**src/rtl/scl_gen_pkg.sv**
```systemverilog
package scl_gen_pkg;

  // Sequencer phases of the clock generator
  typedef enum logic [3:0] {
    ST_IDLE       = 4'd0,
    ST_START_HOLD = 4'd1,
    ST_LOW        = 4'd2,
    ST_RISE       = 4'd3,
    ST_HIGH       = 4'd4,
    ST_STOP_LOW   = 4'd5,
    ST_STOP_RISE  = 4'd6,
    ST_STOP_HIGH  = 4'd7,
    ST_BUS_FREE   = 4'd8
  } sclPhase_e;

  // Control -> datapath strobes
  typedef struct packed {
    logic restart;   // a new phase begins next cycle: clear prescaler and phase counter
    logic countOn;   // the current phase is a timed one
  } dpCtl_t;

  // Datapath -> control status
  typedef struct packed {
    logic lowDone;   // last tick of a low-count window
    logic highDone;  // last tick of a high-count window
    logic lowHalf;   // middle tick of a low-count window
    logic sclHigh;   // synchronized SCL level
  } dpStat_t;

endpackage

```
**src/rtl/scl_gen_datapath.sv**
```systemverilog
module scl_gen_datapath
  import scl_gen_pkg::*;
#(
  parameter int CNT_W       = 8,
  parameter int DIV_W       = 8,
  parameter int SYNC_STAGES = 2
) (
  input  logic             clk,
  input  logic             rstN,
  input  logic [CNT_W-1:0] lowCount,
  input  logic [CNT_W-1:0] highCount,
  input  logic [1:0]       countMsbs,
  input  logic [DIV_W-1:0] clkDiv,
  input  logic             sclIn,
  input  dpCtl_t           ctl,
  output dpStat_t          stat
);

  localparam int PH_W = CNT_W + 1;

  // 9-bit effective count; zero acts as a single tick
  function automatic logic [PH_W-1:0] widen(input logic msb, input logic [CNT_W-1:0] base);
    logic [PH_W-1:0] v;
    v = {msb, base};
    return (v == '0) ? PH_W'(1) : v;
  endfunction

  // ---------------- SCL input synchronizer ----------------
  logic [SYNC_STAGES-1:0] syncChain;

  generate
    if (SYNC_STAGES > 1) begin : g_chain
      always_ff @(posedge clk) begin
        if (!rstN) syncChain <= '0;
        else       syncChain <= {syncChain[SYNC_STAGES-2:0], sclIn};
      end
    end else begin : g_single
      always_ff @(posedge clk) begin
        if (!rstN) syncChain <= '0;
        else       syncChain <= sclIn;
      end
    end
  endgenerate

  // ---------------- prescaler ----------------
  logic [DIV_W-1:0] divEff;
  logic [DIV_W-1:0] preCnt;
  logic             tick;

  assign divEff = (clkDiv == '0) ? DIV_W'(1) : clkDiv;
  assign tick   = (preCnt == divEff - DIV_W'(1));

  always_ff @(posedge clk) begin
    if (!rstN)                    preCnt <= '0;
    else if (ctl.restart || tick) preCnt <= '0;
    else                          preCnt <= preCnt + DIV_W'(1);
  end

  // ---------------- phase counter ----------------
  logic [PH_W-1:0] phCnt;
  logic [PH_W-1:0] effLow, effHigh, lastLow, lastHigh, halfLow;

  assign effLow   = widen(countMsbs[1], lowCount);
  assign effHigh  = widen(countMsbs[0], highCount);
  assign lastLow  = effLow - PH_W'(1);
  assign lastHigh = effHigh - PH_W'(1);
  assign halfLow  = lastLow >> 1;

  always_ff @(posedge clk) begin
    if (!rstN)                    phCnt <= '0;
    else if (ctl.restart)         phCnt <= '0;
    else if (ctl.countOn && tick) phCnt <= phCnt + PH_W'(1);
  end

  always_comb begin
    stat.lowDone  = tick && (phCnt == lastLow);
    stat.highDone = tick && (phCnt == lastHigh);
    stat.lowHalf  = tick && (phCnt == halfLow);
    stat.sclHigh  = syncChain[SYNC_STAGES-1];
  end

endmodule

```
**src/rtl/scl_gen_control.sv**
```systemverilog
module scl_gen_control
  import scl_gen_pkg::*;
(
  input  logic    clk,
  input  logic    rstN,
  input  logic    enable,
  input  logic    xferOn,
  input  dpStat_t stat,
  output dpCtl_t  ctl,
  output logic    sclDriveLow,
  output logic    busy,
  output logic    startStb,
  output logic    midLowStb,
  output logic    sampleStb,
  output logic    stopStb
);

  sclPhase_e state, nextState;
  logic      freshPhase;  // first cycle of the current phase

  always_comb begin
    nextState = state;
    case (state)
      ST_IDLE:       if (xferOn && stat.sclHigh) nextState = ST_START_HOLD;
      ST_START_HOLD: if (stat.highDone)          nextState = ST_LOW;
      ST_LOW:        if (stat.lowDone)           nextState = ST_RISE;
      ST_RISE:       if (stat.sclHigh)           nextState = ST_HIGH;
      ST_HIGH:       if (stat.highDone)          nextState = xferOn ? ST_LOW : ST_STOP_LOW;
      ST_STOP_LOW:   if (stat.lowDone)           nextState = ST_STOP_RISE;
      ST_STOP_RISE:  if (stat.sclHigh)           nextState = ST_STOP_HIGH;
      ST_STOP_HIGH:  if (stat.highDone)          nextState = ST_BUS_FREE;
      ST_BUS_FREE:   if (stat.lowDone)           nextState = ST_IDLE;
      default:                                   nextState = ST_IDLE;
    endcase
    if (!enable) nextState = ST_IDLE;
  end

  always_ff @(posedge clk) begin
    if (!rstN) begin
      state      <= ST_IDLE;
      freshPhase <= 1'b0;
    end else begin
      state      <= nextState;
      freshPhase <= ctl.restart;
    end
  end

  always_comb begin
    ctl.restart = (nextState != state);
    ctl.countOn = (state != ST_IDLE) && (state != ST_RISE) && (state != ST_STOP_RISE);
  end

  always_comb begin
    sclDriveLow = (state == ST_LOW) || (state == ST_STOP_LOW);
    busy        = (state != ST_IDLE);
    startStb    = (state == ST_START_HOLD) && freshPhase;
    sampleStb   = (state == ST_HIGH) && freshPhase;
    midLowStb   = sclDriveLow && stat.lowHalf;
    stopStb     = (state == ST_STOP_HIGH) && stat.highDone;
  end

endmodule

```
**src/rtl/scl_clock_gen.sv**
```systemverilog
module scl_clock_gen
  import scl_gen_pkg::*;
#(
  parameter int CNT_W       = 8,
  parameter int DIV_W       = 8,
  parameter int SYNC_STAGES = 2
) (
  input  logic             clk,
  input  logic             rstN,
  input  logic             enable,
  input  logic             xferOn,
  input  logic [DIV_W-1:0] clkDiv,
  input  logic [CNT_W-1:0] lowCount,
  input  logic [CNT_W-1:0] highCount,
  input  logic [1:0]       countMsbs,
  input  logic             sclIn,
  output logic             sclDriveLow,
  output logic             busy,
  output logic             startStb,
  output logic             midLowStb,
  output logic             sampleStb,
  output logic             stopStb
);

  dpCtl_t  ctl;
  dpStat_t stat;

  scl_gen_datapath #(
    .CNT_W      (CNT_W),
    .DIV_W      (DIV_W),
    .SYNC_STAGES(SYNC_STAGES)
  ) u_dp (
    .clk      (clk),
    .rstN     (rstN),
    .lowCount (lowCount),
    .highCount(highCount),
    .countMsbs(countMsbs),
    .clkDiv   (clkDiv),
    .sclIn    (sclIn),
    .ctl      (ctl),
    .stat     (stat)
  );

  scl_gen_control u_ctl (
    .clk        (clk),
    .rstN       (rstN),
    .enable     (enable),
    .xferOn     (xferOn),
    .stat       (stat),
    .ctl        (ctl),
    .sclDriveLow(sclDriveLow),
    .busy       (busy),
    .startStb   (startStb),
    .midLowStb  (midLowStb),
    .sampleStb  (sampleStb),
    .stopStb    (stopStb)
  );

endmodule

```
**config.mk**
```make
export PLATFORM = sky130hd
export DESIGN_NAME = scl_clock_gen
export DESIGN_NICKNAME = d
export VERILOG_FILES = /design/src/rtl/scl_gen_pkg.sv /design/src/rtl/scl_gen_datapath.sv /design/src/rtl/scl_gen_control.sv /design/src/rtl/scl_clock_gen.sv
export SDC_FILE = /design/constraint.sdc
export NUM_CORES = 1
export LEC_CHECK = 0
export CAP_MARGIN = 40
export CORE_MARGIN = 5
export CORE_UTILIZATION = 51
export CTS_CLUSTER_DIAMETER = 120
export CTS_CLUSTER_SIZE = 10
export DETAILED_ROUTE_END_ITERATION = 10
export PLACE_DENSITY = 0.72
export SLEW_MARGIN = 15
export SYNTH_ARGS = -nofsm -noshare
export SYNTH_HDL_FRONTEND = slang
export SYNTH_SLANG_ARGS = --single-unit
```
**constraint.sdc**
```tcl
create_clock -name clk -period 4.9 [get_ports clk]
set_clock_uncertainty 0.05 [all_clocks]
set_input_delay 0.98 -clock clk [delete_from_list [all_inputs] [get_ports clk]]
set_output_delay 0.98 -clock clk [all_outputs]
set_load 0.02 [all_outputs]
```
# After elaboration in Yosys (flattened, before gate mapping)
# Cells that the tools add are included.
# op_classes
n_reduce_logical	20
n_bitwise	1
mux	15
n_addsub	5
eq_ne	15
# ops
operator	n
$mux 4	10
$pmux 4 s9	1
$eq 9x9->1	2
$logic_not 9->1	2
$mux 9	2
$sub 9x1->9 const B	2
$eq 4x3->1 const B	4
$logic_and 1x1->1	11
$add 9x1->9 const B	1
$eq 9x8->1	1
$add 8x1->8 const B	1
$eq 4x2->1 const B	2
$eq 8x8->1	1
$logic_not 8->1	1
$mux 8	1
$sub 8x1->8 const B	1
$eq 4x1->1 const B	1
$eq 4x4->1 const B	1
$logic_not 4->1	1
$ne 4x2->1 const B	1
$ne 4x3->1 const B	1
$ne 4x4->1	1
$reduce_bool 4->1	1
$reduce_or 2->1	2
3 further kinds	4
# totals
word_cells	61
input_bits	31
reg_bits	24
output_inout_bits	6

# Logic depth before layout (Yosys ltp)
# Gate-level depths: netlist (run 1).
# logic_depth
ltp_word	11
mapped_depth	16
depth_no_buf	13

# By module
# Synthesis (run 1) repeated with hierarchy kept, for this count alone.
# hier_totals
cells_unflattened	309
hier_area_um2	2398.6
# by_module_without_submodules
module	n_inst	area_per_inst_um2	seq_area_each_um2	cells_per_inst
scl_gen_datapath	1	1829.3	380.4	233
scl_gen_control	1	569.3	100.1	76

# Worst setup path after synthesis (run 1)
# Ideal clock, no wire load.
# synth_path
path_type	input to output
from	input clkDiv[3]
to	output stopStb
arrival_ps	3758
stages	12
setup_slack_ps	112
path_cell_list	or3_1 -> buf_2 -> nor3_1 -> nor2_1 -> ha_1 -> o21ba_2 -> a221o_1 -> a32oi_2 -> nand4bb_2 -> nor4_1 -> nand4_1 -> inv_1
# synth_between
elab_chain_cells	6
# synth_rtl
element	line	rtl
start: declaration	scl_clock_gen.sv:12	input logic [DIV_W-1:0] clkDiv,
$logic_not 8->1	scl_gen_datapath.sv:50	assign divEff = (clkDiv == '0) ? DIV_W'(1) : clkDiv;
$mux 8 *	scl_gen_datapath.sv:50	
$sub 8x1->8 *	scl_gen_datapath.sv:51	assign tick = (preCnt == divEff - DIV_W'(1));
$eq 8x8->1 *	scl_gen_datapath.sv:51	
$logic_and 1x1->1 *	scl_gen_datapath.sv:77	stat.highDone = tick && (phCnt == lastHigh);
$logic_and 1x1->1 *	scl_gen_control.sv:59	stopStb = (state == ST_STOP_HIGH) && stat.highDone;
end: declaration	scl_clock_gen.sv:22	output logic stopStb
# Mark *: on every way between the ends. The rest lies on a longest branch, timed or not.

# Worst setup path after layout (run 1)
# layout_path
from	input highCount[5]
to	output stopStb
# layout_between
elab_chain_cells	6
# layout_rtl
element	line	rtl
start: declaration	scl_clock_gen.sv:14	input logic [CNT_W-1:0] highCount,
$logic_not 9->1	scl_gen_datapath.sv:25	return (v == '0) ? PH_W'(1) : v;
$mux 9 *	scl_gen_datapath.sv:25	
$sub 9x1->9 *	scl_gen_datapath.sv:66	assign lastHigh = effHigh - PH_W'(1);
$eq 9x9->1 *	scl_gen_datapath.sv:77	
$logic_and 1x1->1 *	scl_gen_datapath.sv:77	
$logic_and 1x1->1 *	scl_gen_control.sv:59	
# Marked as above.

==> results.toml, run 1 <==
[worst_setup_path]
start_kind = "input pin"
r2r_cells = 10
cpPeakStageDelay_ns = 0.43
critical-path-top-delay-family = "simple AND/OR/NAND/NOR gates"
cp-end-kind = "output port"
path_class = "in2out"
crit_required_ns = 3.87
cp_num_cells = 12
cp_slowest_cell = "or3_1"
cp_cell_sequence = "clkdlybuf4s50_1 -> nor4_1 -> a21oi_1 -> ha_1 -> xor2_1 -> xnor2_1 -> nand3_1 -> or3_1 -> nor4_4 -> nand4_1 -> inv_1 -> buf_6"
crit_buf_inv = 3
crit_arrival_ns = 3.65
path_max_fanout = 3

[synth]
synthCells = 371
synthArstFlopShare_pct = 0
synth_seq_area_share_pct = 17.5
synth_edf_count = 0
ys_ff_latch = 24
yosysWarnings = 0
syn_nets = 407
avgSynthCellArea_sq_um = 7.42
synth.distinct_cells = 68
synth_ff_type = "dfxtp_1"
syn_area_sq_um = 2750

[floorplan]
die_height_um = 83.5
die_w_um = 83.5
coreArea_sq_um = 5170
initial_core_util_pct = 53.2
ioPinCount = 37
die_area_sq_um = 6970
core.rowCount = 26

[timing]
finalCriticalPeriod_ns = 4.68
finalSetupViolations = 0
slew_viol_final = 0
hold_viol = 0
fin_ws_ns = 0.216
worst_pin_slew_ns = 0.782
clock.fmax_mhz = 213
slew_headroom_pct = 47.8
fin_crit_sh_pct = 95.6

[layout]
final_area_sq_um = 3630
diodes = 0
nets = 473
area_growth_pct = 31.9
drive_gt1_share_pct = 18.6
fill_cells = 441

[drt]
detail_route.drc_violations = 0
ant_nets = 0
num_vias = 2958
drt-pass1-iter-count = 4
wl_met2_um = 3550
drt-initial-drc-count = 165
routedWlPerCell_um = 14.5
routed_wl_um = 7320
dr_wl_met3_um = 399
wl_met1_um = 3300
avgViaCountPerCell = 5.85
top_layer = "met4"

[worst_hold_path]
hold_path.class = "reg2reg"
min_path_cells = 1

[clock_network]
clockRootBuffer = "clkbuf_8"
clock_latency_ns = 0.26
cts_tree = "built"
htreeDepth = 1
clock-sinks = 24
cts_buffer_depth = 2
numCtsBuffers = 3
path_clk_slew_ns = 0.08

[power_and_ir_drop]
pwr_density_cell_nw_per_um2 = 146
leakage_nw = 1.44
ir_worst_vdd_mv = 0.0978
power_uw = 529

[placement]
hpwl_um = 5590
io_buffers = 36
dpl_cell_area_sq_um = 3470
gp_congestion = 0.901
detailedPlace.worstSlack_ns = -0.735

[global_routing]
grt_usage_pct = 20.9
antenna_found_initial = 0
grt_pass1_vias = 2832
overflow = 0
grt_pass1_wl_um = 12700
grt_max_degree = 19

[run_status]
status = "finished, final reports clean"

[run]
max_cap_viol_count = 0
[sequential cells by signal, summed over array words and instances, names as in the netlist]
signal / cells
u_dp.preCnt: 8
u_ctl.freshPhase: 1
u_ctl.state: 4
u_dp.phCnt: 9
u_dp.syncChain: 2
[cells in the final DEF (no fill, tap or decap), types with 3 or more instances in the layout]
master,count
o22ai_1,4
dfxtp_1,24
ha_1,4
and3_1,8
nand2b_1,6
nand2_1,31
nand3b_1,4
a21o_1,3
nor3b_1,7
mux2i_1,3
nor3_1,18
clkbuf_8,3
nand4_1,12
nand3_1,10
or3_1,5
nor4_4,3
a21boi_0,3
xor2_1,21
buf_4,52
dlymetal6s2s_1,6
and2_1,5
nor2_1,24
nor4_1,4
or2_2,4
a31oi_1,4
a21oi_1,19
nor4b_1,10
o21ai_0,12
xnor2_1,27
nor2b_1,5
a211oi_1,6
clkdlybuf4s50_1,28
inv_1,10
[cell usage after synthesis (3+ instances only)]
cell       n  area [sq um]
o22ai_1    4          25.0
dfxtp_1   24           480
a21boi_0   3          22.5
and2_1     5          31.3
a211oi_1   6          45.0
or2_2      4          25.0
nor3_1    19          95.1
and3_1     8          50.1
nor4b_1   10          87.6
a21o_1     3          22.5
a31oi_1    4          25.0
nand2b_1   6          37.5
nor4_1     6          37.5
xor2_1    21           184
a21oi_1   19          95.1
clkbuf_1  21          78.8
nand3b_1   4          30.0
nand3_1   10          50.1
o21ai_0   12          60.1
ha_1       5          62.6
xnor2_1   27           236
nor2b_1    5          31.3
nand4_1   12          75.1
nor3b_1    7          52.6
or3_1      7          43.8
mux2i_1    3          30.0
nand2_1   31           116
inv_1     10          37.5
nor2_1    24          90.1
[layout make-up]
| cell class | instances | area (sq um) | share of cell area (%) |
|---|---|---|---|
| Clock buffer | 3 | 41.3 | 1.14 |
| Clock inverter | 1 | 30.0 | 0.827 |
| Inverter | 11 | 41.3 | 1.14 |
| Multi-Input combinational cell | 309 | 2180 | 60.1 |
| Sequential cell | 24 | 480 | 13.2 |
| Tap cell | 70 | 87.6 | 2.41 |
| Timing Repair Buffer | 88 | 768 | 21.2 |
[cell families after synthesis]
| group | share of synthesized area, % |
|---|---|
| DFF | 17.5 |
| xor gates and xnor gates | 15.3 |
| adders and majority gates | 2.27 |
| AOI/OAI and AO/OA | 20.7 |
| muxes | 1.09 |
| buffers and inverters | 5.68 |
| and+or+nand+nor | 37.5 |
[metal layers]
layer	up-vias	global-route usage, %
met3	5	2.57
met4	0	4.97
met1	1370	26.2
met5	-	0
met2	84	37.9
li1	1499	-
[what timing repair did]
item                                   4_1_cts  5_1_grt
hold buffers                                 0        0
endpoints found under the hold margin        0        0
setup endpoints to repair                    2        2
pin swaps                                    4        7
resized for setup                           17       12
buffers inserted                             0        1
[worst paths after layout]
path,slack [ns],endpoint,startpoint
setup reg to reg,1.67,u_dp.preCnt[7],u_dp.phCnt[5]
setup / recovery,0.22,stopStb,highCount[5]
hold / removal,0.40,u_dp.syncChain[1],u_dp.syncChain[0]
hold reg to reg,0.40,u_dp.syncChain[1],u_dp.syncChain[0]
[power breakdown]
part           switching (mW)  internal, mW  total [mW]
Clock                  0.0639         0.109       0.173
Combinational          0.0698        0.0823       0.152
Sequential            0.00562         0.198       0.204
[stage by stage]
stage / utilization (%) / std cells / TNS (ns) / hold slack (ns)
after floorplan: - / 371 / 0 / 0.362
after global placement: 67.1 / 501 / -1.54 / 0.379
after detailed placement: 67.1 / 501 / -2.64 / 0.377
after CTS: 69.1 / 505 / 0 / 0.407
after global routing: 70.2 / 506 / -0.00152 / 0.435
final: 70.2 / 506 / 0 / 0.400
[worst reg2reg max path, stage by stage (launching register included)]
cell	delay [ns]
dfxtp_1	0.60
xnor2_1	0.22
a21o_1	0.16
a211oi_1	0.07
or3_1	0.45
buf_4	0.17
nor3_1	0.25
a21oi_1	0.14
a32o_1	0.23
o21ai_2	0.61
nor4b_1	0.14
Power figures use the tool's default switching activity.
==> run 2: changes to the inputs <==
- MAX_ROUTING_LAYER: not set -> met4
==> run 2 against run 1 <==
Compared with the run above: register-to-register slack worse by 0.29 ns; via count is 3.1% higher; setup slack lost 0.046 ns.
==> results.toml, run 2 (synthesized netlist as in run 1, its figures left out) <==
[run_status]
status = "finished, final reports clean"

[timing]
slew_viol_final = 0
whs_ns = 0.402
finalCriticalPeriod_ns = 4.73
slew_headroom_pct = 59.9
fin_ws_ns = 0.170
worst_pin_slew_ns = 0.601
fin_crit_sh_pct = 96.5
finalSetupViolations = 0
hold_viol = 0
clock.fmax_mhz = 211

[drt]
drt-initial-drc-count = 242
top_layer = "met4"
drt-pass1-iter-count = 4
wl_met2_um = 3980
num_vias = 3051
routedWlPerCell_um = 15.3
wl_met1_um = 3380
detail_route.drc_violations = 0
routed_wl_um = 7970
dr_wl_met3_um = 446
ant_nets = 0
avgViaCountPerCell = 5.87

[worst_setup_path]
path_class = "in2reg"
cp-end-kind = "flop"
crit_top_cell = "buf_4"
cp_slowest_cell = "or3_1"
crit_arrival_ns = 4.88
path_max_fanout = 3
start_kind = "input pin"
cpPeakStageDelay_ns = 0.43
cp_cell_sequence = "clkdlybuf4s50_1 -> nor4_1 -> a21oi_1 -> ha_1 -> xor2_1 -> xnor2_1 -> nand3_1 -> or3_1 -> nor4_4 -> nand4_1 -> buf_4 -> buf_4 -> buf_4 -> buf_4 -> buf_4 -> buf_4 -> buf_4 -> buf_4 -> buf_4 -> buf_4 -> buf_4 -> a21oi_2"
crit_required_ns = 5.05

[power_and_ir_drop]
power.share.clock_pct = 27.6
switching_share_pct = 28.8
seqPwrFrac_pct = 41.1
ir_worst_vdd_mv = 0.102
pwr_density_cell_nw_per_um2 = 133
leakage_nw = 1.49
p_switching_uw = 143
p_int_uw = 354
pwr-share-comb_pct = 31.3

[global_routing]
antenna_found_initial = 0
grt_pass1_wl_um = 13600
grt_max_degree = 19
grt_usage_pct = 23.2
overflow = 0
grt_pass1_vias = 2930

[clock_network]
htreeDepth = 1
cts_buffer_depth = 2
cts_tree = "built"
path_clk_slew_ns = 0.09
clock_latency_ns = 0.27
numCtsBuffers = 3
clockRootBuffer = "clkbuf_8"
clock-sinks = 24

[layout]
layout_common_cells = "buf_4, nand2_1, clkdlybuf4s50_1, xnor2_1"
nets = 487
final_area_sq_um = 3720
instances_no_fill = 520
drive_gt1_share_pct = 21.3
fill_cells = 417
regMostFlops = "u_dp.phCnt"
diodes = 0
largest_reg_flops = 9
area_growth_pct = 35.1
reg_top3 = "u_dp.phCnt: 9 flops, u_dp.preCnt: 8 flops, u_ctl.state: 4 flops"
final_common_cell = "buf_4"

[floorplan]
core.rowCount = 26
die_area_sq_um = 6970
ioPinCount = 37
coreArea_sq_um = 5170
die_w_um = 83.5
die_height_um = 83.5
initial_core_util_pct = 53.2

[worst_hold_path]
hold_path.class = "reg2reg"

[placement]
io_buffers = 36
hpwl_um = 5430
detailedPlace.worstSlack_ns = -0.748
gp_congestion = 0.903
place_inst = 500
dpl_cell_area_sq_um = 3460

[run]
max_cap_viol_count = 0
==> run 2: cell count changes in the layout (fill, tap and decap cells not counted), sizes merged <==
cell    delta
buf       +14
bufinv     -1
clkbuf     +1
==> run 2: final cells by class <==
type,instances,area [sq um],share of cell area [%]
well taps,70,87.6,2.35
flip-flops and latches,24,480,12.9
inverters,11,41.3,1.11
multi-input cells,309,2180,58.7
repair buffers,102,871,23.4
clock buffers,4,55.1,1.48
==> run 2: power groups by stage <==
stage	Combinational, mW	Sequential [mW]	Clock, mW
global route	0.170	0.205	0.148
floorplan	0.0766	0.206	0
CTS	0.151	0.204	0.142
detailed placement	0.146	0.209	0
finish	0.155	0.204	0.137
global placement	0.144	0.209	0
==> run 2: stage by stage <==
step | util, % | TNS (ns) | power, mW
after floorplan | - | 0 | 0.282
after detailed placement | 66.9 | -2.89 | 0.355
final | 71.9 | 0 | 0.497
after global placement | 66.9 | -1.57 | 0.353
after global routing | 71.9 | -0.0314 | 0.522
after CTS | 70.6 | 0 | 0.496
==> run 2: final timing paths <==
kind | from | to | slack, ns | cells after the start
worst max-delay path | highCount[5] | u_ctl.state[3] | 0.17 | 22
worst min-delay path | u_dp.syncChain[0] | u_dp.syncChain[1] | 0.40 | 1
worst max register to register | u_dp.preCnt[3] | u_ctl.state[3] | 1.38 | 18
worst min register to register | u_dp.syncChain[0] | u_dp.syncChain[1] | 0.40 | 1
==> run 2: critical path: cells and delay by family <==
| kind | cells | cell delay [ns] |
|---|---|---|
| adder cells (fa/ha/maj) | 1 | 0.26 |
| AO/OA/AOI/OAI | 2 | 0.29 |
| XOR/XNOR | 2 | 0.31 |
| buffers and inverters | 12 | 1.82 |
| AND/OR/NAND/NOR | 5 | 1.23 |
==> run 2: what timing repair did <==
item | 4_1_cts | 5_1_grt
hold endpoints to repair | 0 | 0
setup buffers | 12 | 3
endpoints found under the setup margin | 2 | 8
hold buffers | 0 | 0
pin swaps | 5 | 8
resized for setup | 19 | 9
==> run 2: layer usage <==
layer | vias up | GRT usage, %
met2 | 103 | 40.6
met4 | 0 | 6.43
met5 | - | -
met3 | 18 | 2.67
li1 | 1532 | -
met1 | 1398 | 28.0
==> run 3: changes to the inputs <==
- GPL_ROUTABILITY_DRIVEN: not set -> 0
==> run 3 against run 2 <==
Compared with the run above: register-to-register slack improved by 0.03 ns; maximum frequency rose by 0.90%; sequential share of layout area fell by 0.065 points; first-iteration DRC count rose by 34%; count of clock-buffer cells in the layout fell by 1; power rose by 9.1%; die area did not move; non-clock buffer count fell by 3; final area rose by 0.50%; clock power rose by 32%; worst hold slack got worse by 0.0070 ns; combinational power barely moved; largest cell class unchanged.
==> results.toml, run 3 (synthesized netlist as in run 1, its figures left out) <==
[floorplan]
core.rowCount = 26
coreArea_sq_um = 5170
die_area_sq_um = 6970
ioPinCount = 37
die_w_um = 83.5
initial_core_util_pct = 53.2
die_height_um = 83.5

[worst_hold_path]
holdPathEnd = "u_dp.syncChain[1]"
min_path_cells = 1
hp-start = "u_dp.syncChain[0]"
hold_path.class = "reg2reg"

[clock_network]
cts_tree = "built"
clock-sinks = 24
clockRootBuffer = "clkbuf_8"
htreeDepth = 1
path_clk_slew_ns = 0.09
clock_latency_ns = 0.28
numCtsBuffers = 3
cts_hold_buf = 0
cts_buffer_depth = 2

[global_routing]
overflow = 0
grt_pass1_wl_um = 13400
grt_usage_pct = 23.3
grt_pass1_vias = 2854
grt_max_degree = 19
antenna_found_initial = 0

[layout]
instances_no_fill = 517
final_area_sq_um = 3740
drive_gt1_share_pct = 21.9
final_common_cell = "buf_4"
area_growth_pct = 35.8
layout_common_cells = "buf_4, nand2_1, clkdlybuf4s50_1, xnor2_1, dfxtp_1"
diodes = 0
largest_reg_flops = 9
regMostFlops = "u_dp.phCnt"
nets = 484
utilization_pct = 72.3
fill_cells = 430
reg_top3 = "u_dp.phCnt: 9 flops, u_dp.preCnt: 8 flops, u_ctl.state: 4 flops"

[timing]
rsz0062_at_grt = "no"
slew_headroom_pct = 60.5
fin_crit_sh_pct = 95.7
finalCriticalPeriod_ns = 4.69
slew_viol_final = 0
fin_tns_setup_ns = 0
finalSetupViolations = 0
worst_pin_slew_ns = 0.592
hold_viol = 0
whs_ns = 0.395
clock.fmax_mhz = 213
fin_ws_ns = 0.212

[placement]
hpwl_um = 5670
detailedPlace.worstSlack_ns = -0.725
io_buffers = 36
dpl_cell_area_sq_um = 3470
place_inst = 501

[worst_setup_path]
path_class = "in2reg"
cp_slowest_cell = "clkdlybuf4s50_1"
r2r_slack_ns = 1.41
cp-end-kind = "flop"
crit_arrival_ns = 4.81
start_kind = "input pin"
path_max_fanout = 15
cp_cell_sequence = "clkdlybuf4s50_1 -> nor4_2 -> a21oi_1 -> ha_1 -> buf_4 -> and3b_1 -> nand4b_1 -> nand4_1 -> nor2_2 -> nor4_4 -> buf_4 -> buf_4 -> buf_4 -> buf_4 -> buf_4 -> buf_4 -> buf_4 -> buf_4 -> a31oi_2 -> o21ai_4 -> nor4b_1"
crit_top_cell = "buf_4"
cpPeakStageDelay_ns = 0.44
r2r_cells = 16
r2r_end = "u_dp.preCnt[7]"
rr_startpoint = "u_dp.phCnt[5]"
crit_required_ns = 5.02

[drt]
drt-pass1-iter-count = 4
drt-initial-drc-count = 324
num_vias = 3063
routedWlPerCell_um = 15.3
routed_wl_um = 7930
dr_wl_met3_um = 368
detail_route.drc_violations = 0
top_layer = "met4"
avgViaCountPerCell = 5.92
ant_nets = 0
wl_met1_um = 3460
wl_met2_um = 3960

[power_and_ir_drop]
pwr_density_cell_nw_per_um2 = 145
leakage_nw = 1.51
power_uw = 542
ir_worst_vdd_mv = 0.110

[run]
max_cap_viol_count = 0

[run_status]
status = "finished, final reports clean"
run 3: how the worst max path moves through the flow:
stage / startpoint / endpoint / depth (start not counted)
final: highCount[5] / u_dp.preCnt[7] / 21
after global routing: highCount[5] / stopStb / 12
after CTS: clkDiv[5] / midLowStb / 12
after detailed placement: clkDiv[3] / stopStb / 13
after global placement: clkDiv[3] / stopStb / 13
after floorplan: clkDiv[3] / stopStb / 12
run 3: area by class of cell:
class	count	area [sq um]	area share [%]
Sequential cell	24	480	12.9
Clock buffer	3	41.3	1.10
Timing Repair Buffer	99	847	22.7
Tap cell	70	87.6	2.34
Clock inverter	1	30.0	0.803
Multi-Input combinational cell	309	2210	59.1
Inverter	11	41.3	1.10
run 3: routing by layer:
metal  vias up  GRT usage, %
li1       1521             -
met1      1419          28.4
met2       108          40.2
met3        15          2.37
met4         0          7.46
met5         -             -
run 3: critical path, delay by kind of cell:
kind                     cells  cell delay (ns)
buffers and inverters       10             1.64
adder cells (fa/ha/maj)      1             0.25
AO/OA/AOI/OAI                3             0.57
AND/OR/NAND/NOR              7             1.37
run 3: power breakdown:
group,switching [mW],leakage (nW),internal [mW]
Sequential,0.00598,0.194,0.198
Combinational,0.0715,1.28,0.0845
Clock,0.0717,0.0357,0.109
Total,0.149,1.51,0.392
run 3: what timing repair did:
| action | CTS | global route |
|---|---|---|
| pin swaps | 4 | 7 |
| buffers inserted | 8 | 4 |
| endpoints found under the hold margin | 0 | 0 |
| endpoints found under the setup margin | 2 | 20 |
| gates cloned | 0 | 0 |
| gates resized for setup | 15 | 19 |
